## src/rtl/hsk_pkg.sv

```systemverilog
package hsk_pkg;
  localparam int REG_W  = 8;
  localparam int EN_W   = REG_W - 1;
  localparam int NLINE  = 2;
  localparam int LINE_B = 0;
  localparam int LINE_A = 1;

  localparam logic [1:0] SEL_CTRL = 2'd0;
  localparam logic [1:0] SEL_FLAG = 2'd1;
  localparam logic [1:0] SEL_EN   = 2'd2;

  typedef enum logic [2:0] {
    B_IN_FALL  = 3'b000,
    B_IRQ_FALL = 3'b001,
    B_IN_RISE  = 3'b010,
    B_IRQ_RISE = 3'b011,
    B_HSK      = 3'b100,
    B_PULSE    = 3'b101,
    B_LOW      = 3'b110,
    B_HIGH     = 3'b111
  } bmode_e;
endpackage

```

## src/rtl/hsk_line_sync.sv

```systemverilog
module hsk_line_sync #(
  parameter int STAGES = 2
) (
  input  logic clk,
  input  logic rst,
  input  logic din,
  output logic rise,
  output logic fall
);
  // sh[STAGES-1] is the synchronised level, sh[STAGES] its previous value
  logic [STAGES:0] sh;

  always_ff @(posedge clk) begin
    if (rst) sh <= '1;
    else     sh <= {sh[STAGES-1:0], din};
  end

  assign rise =  sh[STAGES-1] & ~sh[STAGES];
  assign fall = ~sh[STAGES-1] &  sh[STAGES];
endmodule

```

## src/rtl/hsk_outline.sv

```systemverilog
module hsk_outline
  import hsk_pkg::*;
(
  input  logic   clk,
  input  logic   rst,
  input  bmode_e mode,
  input  logic   access,
  input  logic   a_act,
  output logic   out,
  output logic   oe
);
  always_ff @(posedge clk) begin
    if (rst) begin
      out <= 1'b1;
      oe  <= 1'b0;
    end else begin
      oe <= mode[2];
      case (mode)
        B_HSK: begin
          if (access)     out <= 1'b0;
          else if (a_act) out <= 1'b1;
        end
        B_PULSE: out <= ~access;
        B_LOW:   out <= 1'b0;
        default: out <= 1'b1;
      endcase
    end
  end
endmodule

```

## src/rtl/ctl_handshake_irq.sv

```systemverilog
module ctl_handshake_irq
  import hsk_pkg::*;
#(
  parameter int SYNC_STAGES = 2
) (
  input  logic             clk,
  input  logic             rst,
  input  logic             port_rd,
  input  logic             port_wr,
  input  logic             reg_wr,
  input  logic [1:0]       reg_sel,
  input  logic [REG_W-1:0] reg_wdata,
  output logic [REG_W-1:0] reg_rdata,
  input  logic             line_a_in,
  input  logic             line_b_in,
  output logic             line_b_out,
  output logic             line_b_oe,
  output logic             irq
);
  localparam int NFLAG = NLINE;

  logic [NLINE-1:0] lines, rise, fall;
  logic             a_sel_q;
  bmode_e           b_mode_q;
  logic [NFLAG-1:0] flag_q;
  logic [EN_W-1:0]  en_q;
  logic             access, a_act, b_act, b_indep, pending;
  logic             ctrl_wr, flag_wr, en_wr;
  logic [EN_W-1:0]  flags_ext;

  assign lines = {line_a_in, line_b_in};

  for (genvar gi = 0; gi < NLINE; gi++) begin : g_sync
    hsk_line_sync #(.STAGES(SYNC_STAGES)) u_sync (
      .clk (clk),
      .rst (rst),
      .din (lines[gi]),
      .rise(rise[gi]),
      .fall(fall[gi])
    );
  end

  assign access  = port_rd | port_wr;
  assign a_act   = a_sel_q ? rise[LINE_A] : fall[LINE_A];
  assign b_act   = ~b_mode_q[2] & (b_mode_q[1] ? rise[LINE_B] : fall[LINE_B]);
  assign b_indep = ~b_mode_q[2] & b_mode_q[0];
  assign ctrl_wr = reg_wr && (reg_sel == SEL_CTRL);
  assign flag_wr = reg_wr && (reg_sel == SEL_FLAG);
  assign en_wr   = reg_wr && (reg_sel == SEL_EN);

  // control register
  always_ff @(posedge clk) begin
    if (rst) begin
      a_sel_q  <= 1'b0;
      b_mode_q <= B_IN_FALL;
    end else if (ctrl_wr) begin
      a_sel_q  <= reg_wdata[0];
      b_mode_q <= bmode_e'(reg_wdata[3:1]);
    end
  end

  // flags: a detected edge wins over any clear in the same cycle
  always_ff @(posedge clk) begin
    if (rst) begin
      flag_q <= '0;
    end else begin
      if (a_act)                                  flag_q[LINE_A] <= 1'b1;
      else if (access || (flag_wr && reg_wdata[LINE_A]))
                                                  flag_q[LINE_A] <= 1'b0;
      if (b_act)                                  flag_q[LINE_B] <= 1'b1;
      else if ((access && !b_indep) || (flag_wr && reg_wdata[LINE_B]))
                                                  flag_q[LINE_B] <= 1'b0;
    end
  end

  // enables: bit 7 of the write chooses set or clear
  always_ff @(posedge clk) begin
    if (rst)        en_q <= '0;
    else if (en_wr) begin
      if (reg_wdata[REG_W-1]) en_q <= en_q |  reg_wdata[EN_W-1:0];
      else                    en_q <= en_q & ~reg_wdata[EN_W-1:0];
    end
  end

  assign flags_ext = {{(EN_W-NFLAG){1'b0}}, flag_q};
  assign pending   = |(flags_ext & en_q);
  assign irq       = pending;

  always_comb begin
    case (reg_sel)
      SEL_CTRL: reg_rdata = {{(REG_W-4){1'b0}}, b_mode_q, a_sel_q};
      SEL_FLAG: reg_rdata = {pending, flags_ext};
      SEL_EN:   reg_rdata = {1'b1, en_q};
      default:  reg_rdata = '0;
    endcase
  end

  hsk_outline u_out (
    .clk   (clk),
    .rst   (rst),
    .mode  (b_mode_q),
    .access(access),
    .a_act (a_act),
    .out   (line_b_out),
    .oe    (line_b_oe)
  );
endmodule

```

## config.mk

```make
export PLATFORM = sky130hd
export DESIGN_NAME = ctl_handshake_irq
export DESIGN_NICKNAME = d
export VERILOG_FILES = /design/src/rtl/hsk_pkg.sv /design/src/rtl/hsk_line_sync.sv /design/src/rtl/hsk_outline.sv /design/src/rtl/ctl_handshake_irq.sv
export SDC_FILE = /design/constraint.sdc
export NUM_CORES = 1
export LEC_CHECK = 0
export ABC_AREA = 1
export ABC_CLOCK_PERIOD_IN_PS = 1000
export BUFFER_PORTS_ARGS = -buffer_cell sky130_fd_sc_hd__buf_4
export CORE_MARGIN = 1.5
export CORE_UTILIZATION = 44
export CTS_CLUSTER_DIAMETER = 150
export DETAILED_ROUTE_END_ITERATION = 10
export GPL_ROUTABILITY_DRIVEN = 0
export PLACE_DENSITY = 0.72
export SLEW_MARGIN = 20
export SYNTH_ARGS = -nofsm -noshare
export SYNTH_HDL_FRONTEND = slang
export SYNTH_HIERARCHICAL = 1
export SYNTH_SLANG_ARGS = --single-unit
```

## constraint.sdc

```tcl
create_clock -name clk -period 1 [get_ports clk]
set_clock_uncertainty 0.15 [all_clocks]
set_input_delay 0.3 -clock clk [delete_from_list [all_inputs] [get_ports clk]]
set_output_delay 0.3 -clock clk [all_outputs]
set_load 0.01 [all_outputs]
```

After elaboration in Yosys (flattened, before gate mapping)
Cells that the tools add are included.
W data, S select, Z words.
- $add $sub $neg: 0
- multiply operators: 0
- div/mod/pow operators: 0
- $lt $le $gt $ge: 0
- equal/unequal tests: 6
- shifts and indexed selects: 0
- multiplexer cells: 11
- bitwise gates (word level): 17
- reductions and logical operators: 13
- operator list (operator ; number):
    $pmux W8 S3 ; 1
    $eq A3 B3 Y1 const B ; 3
    $mux W1 ; 8
    $and A2 B7 Y7 ; 1
    $and A7 B7 Y7 ; 1
    $mux W7 ; 1
    $not A7 Y7 ; 1
    $or A7 B7 Y7 ; 1
    $reduce_or A7 Y1 ; 1
    $and A1 B1 Y1 ; 6
    $logic_and A1 B1 Y1 ; 6
    $not A1 Y1 ; 6
    $reduce_bool A2 Y1 ; 2
    $ne A3 B3 Y1 const B ; 1
    $pmux W1 S3 ; 1
    $eq A2 B1 Y1 const B ; 1
    $eq A2 B2 Y1 const B ; 1
    $logic_not A2 Y1 ; 1
    $logic_or A1 B1 Y1 ; 2
    $logic_not A1 Y1 ; 1
    $or A1 B1 Y1 ; 1
- flip-flop bits (word level): 21
- bits in latches: 0
- RAM bits: 0
- memory bits (read-only): 0
- input bits: 17
- output and inout port bits: 11
- word-level logic and storage cells: 56
- memories: 0

Logic depth before layout (Yosys ltp)
- depth in word-level cells: 7
- depth in mapped cells: 10
- depth with buffers taken out: 10

Modules after synthesis
The synthesis kept the hierarchy.
- modules (own cells, without submodules) (module ; times used ; cells an instance ; area an instance (um^2)):
    ctl_handshake_irq ; 1 ; 113 ; 690.7
    hsk_line_sync ; 2 ; 13 ; 97.6
    hsk_outline ; 1 ; 11 ; 75.1

Worst setup path before layout
OpenSTA, ideal clock, no wires.
- path type: reg2out
- from: register flag_q[1]
- to: output reg_rdata[7]
- data arrival time: 0.799 ns
- path slack: -0.249 ns
- stages on the path, launching flop included: 5
- buffers on the path: 0
- path through: dfxtp_1 > inv_1 > o22ai_1 > nand2_1 > nand2_1
- cells in the longest elaborated chain, start to end: 3
- RTL lines (element ; RTL line ; RTL):
    start: declaration ; ctl_handshake_irq.sv:25 ; logic [NFLAG-1:0] flag_q;
    start signal: assignment ; ctl_handshake_irq.sv:65 ; flag_q <= '0;
    start signal: indexed assignment ; ctl_handshake_irq.sv:67 ; if (a_act) flag_q[LINE_A] <= 1'b1;
    start signal: indexed assignment ; ctl_handshake_irq.sv:69 ; flag_q[LINE_A] <= 1'b0;
    $and A2 B7 Y7 ; ctl_handshake_irq.sv:86 ; assign pending = |(flags_ext & en_q);
    $reduce_or A7 Y1 ; ctl_handshake_irq.sv:86 ;
    named net irq ; ctl_handshake_irq.sv:18 ; output logic irq
    $pmux W8 S3 ; ctl_handshake_irq.sv:90 ; case (reg_sel)
    end: declaration ; ctl_handshake_irq.sv:13 ; output logic [REG_W-1:0] reg_rdata,
The timed path passes the listed nets, and every way through them passes these cells.

==> reports/qor.yml <==
critical_path:
  crit_path_max_fanout: 3
  cp-start-kind: "register"
  rrSetupSlack_ns: -0.25
  cpMaxStageDelayCell: "dfxtp_2"
  reg2reg_depth: 7
  path_buf_inv: 3
  worstPathRequired_ns: 0.55
  timing.rr.start: "flag_q[1]"
  worstSetupEndpointType: "primary output"
  r2r-end: "flag_q[1]"
  crit_chain: "inv_2, o22ai_4, buf_4, buf_6"
  worstSetupPathType: "register to primary output"
  slowest_delay_ns: 0.35
  critical-path-top-delay-family: "flip-flops"
  crit_arrival_ns: 1.14
floorplan:
  dieWidth_um: 49.7
  num_rows: 16
  io_pins: 28
  fp.coreArea_um2: 2000
  floorplan.initialDensity_pct: 48.0
  die_height_um: 49.7
  die_area_um2: 2470
synthesis:
  seq_area_frac_synth_pct: 43.8
  ys_seq_elements: 21
  netlist_area_um2: 961
  syn_nets: 167
  syn_area_per_cell_um2: 6.41
  netlist_top_cells_area: "dfxtp_1 44%, nand2_1 16%, inv_1 13%"
  synth_warnings: 6
  syn_inst: 150
  synth_top_area_share_pct: 43.8
  yosysTopAreaCell: "dfxtp_1"
  synth_cell_types: 15
grt:
  grt_pass1_vias: 1065
  grt.total_usage_pct: 22.7
  grt_pass1_wl_mm: 4.31
  grt_start_max_net_pins: 14
  gr-total-overflow: 0
  antenna_found_initial: 0
power_and_ir_drop:
  vdd_drop_max_uv: 992
  leakagePower_nw: 0.823
  power_density_nw_per_um2: 1030
  p_total_mw: 1.74
detailed_routing:
  vias_per_cell: 4.81
  drcViolationCount: 0
  post_drt_wl_per_cell_um: 12.9
  num_vias: 1117
  drt-total-wl_mm: 3.00
  drt_iter0_markers: 20
  ant_nets: 0
  firstDrtPassIters: 4
clock_tree:
  clockBufferDepth: 2
  htreeDepth: 1
  clock-sinks: 21
  cts_root_buf: "clkbuf_4"
  cts_tree: "done"
  insertion_delay_ns: 0.31
  path_clk_slew_ns: 0.13
  cts_made_buffers: 3
timing:
  relSlewSlack_pct: 82.0
  fmax_ghz: 0.631
  max_slew.worst_pin.slew_ns: 0.270
  hold_viol_final: 0
  finalMaxSlewViolations: 0
  layout_setup_ws_ns: -0.585
  rsz0062_at_grt: "true"
  fin_worst_hold_slack_ns: 0.111
  fin_crit_ns: 1.59
  setup_viol_count_final: 18
  fin_crit_sh_pct: 159
finish:
  seqCellArea_um2: 443
  drive_gt1_share_pct: 59.5
  nFillCells: 126
  antenna_cells: 0
  final_util_pct: 84.3
  stdcell_count: 232
  finish.net_count: 223
  multiInputGateArea_um2: 584
  area.growth.synth_to_final_pct: 75.7
placement:
  hpwl_mm: 1.80
  place_inst: 217
  port_buffers: 27
  pre_cts_ws_ns: -0.431
job:
  maxCapViolations: 0
worst_hold_path:
  min_to: "flag_q[1]"
  hp-class: "input pin to register"
  hold_path_depth: 3
  worstHoldStart: "rst"
status:
  status: "finished with violations"
  violations: "setup timing"
[worst max-delay path by stage]
stage,start,end,slack [ns],cells past startpoint
after floorplan,register,reg_rdata[7],-0.15,4
after global placement,reg_sel[0],reg_rdata[0],-0.41,5
after detailed placement,reg_sel[0],reg_rdata[2],-0.43,5
after CTS,flag_q[1],reg_rdata[7],-0.55,5
after global routing,flag_q[1],reg_rdata[7],-0.64,5
final,register,irq,-0.59,4
[metal layers]
| layer | global-route usage, % | part of all wire (%) |
|---|---|---|
| met3 | 3.94 | 3.2 |
| met1 | 26.0 | 41 |
| met5 | 0 | 0 |
| met4 | 9.26 | 2.3 |
| met2 | 41.1 | 53 |
[cells in the mapped netlist (all sizes together)]
cell type  number
nand4           1
dfxtp          21
o21ai           7
o221ai          2
clkbuf          1
inv            34
nand2          43
o22ai           3
nor2           32
a21oi           4
nand3           2
[layout by cell type, fill, tap and decap left out, drive strengths merged]
master	count
inv	34
nand4	1
nand2	44
o22ai	3
nor2	32
a21oi	4
clkinvlp	1
clkbuf	3
dlygate4sd3	2
buf	49
o221ai	2
o21ai	7
dfxtp	21
nand3	2
[kinds of logic after synthesis]
logic type,after synthesis,synth area share [%]
buf+inv,35,14.7
compound gates,16,9.51
flops,21,43.7
simple gates,78,32.0
[timing repair]
item,in CTS,in global routing
cloned,1,0
endpoints found under the setup margin,17,23
hold buffers,1,1
gates resized for setup,42,28
pin swaps,14,22
buffers inserted,5,6
endpoints found under the hold margin,1,1
[through the flow]
| step | cell area [um2] | TNS (ns) |
|---|---|---|
| floorplan | 1080 | -0.707 |
| global placement | 1410 | -6.68 |
| finish | 1690 | -5.01 |
| detailed placement | 1410 | -7.06 |
| CTS | 1570 | -4.69 |
| global route | 1690 | -5.98 |
[cell type report]
cell class              count  share of cell area, %
clock buffers               3                   1.33
repair buffers             51                   26.4
multi-input cells          95                   34.6
well taps                  27                   2.00
flip-flops and latches     21                   26.2
clock inverters             1                  0.445
inverters                  34                   8.97
[where the power goes]
group	total, mW	switching, mW	internal, mW	leakage (nW)
clock network	0.423	0.271	0.152	0.0139
logic	0.418	0.216	0.203	0.632
registers	0.897	0.0217	0.875	0.177
[worst reg2reg max path: cells and delay by family (launching register included)]
kind | cells | cell delay, ns
flip-flops | 1 | 0.36
AO/OA/AOI/OAI | 1 | 0.11
AND/OR/NAND/NOR | 2 | 0.17
buffers and inverters | 4 | 0.40
Power figures use the tool's default switching activity.
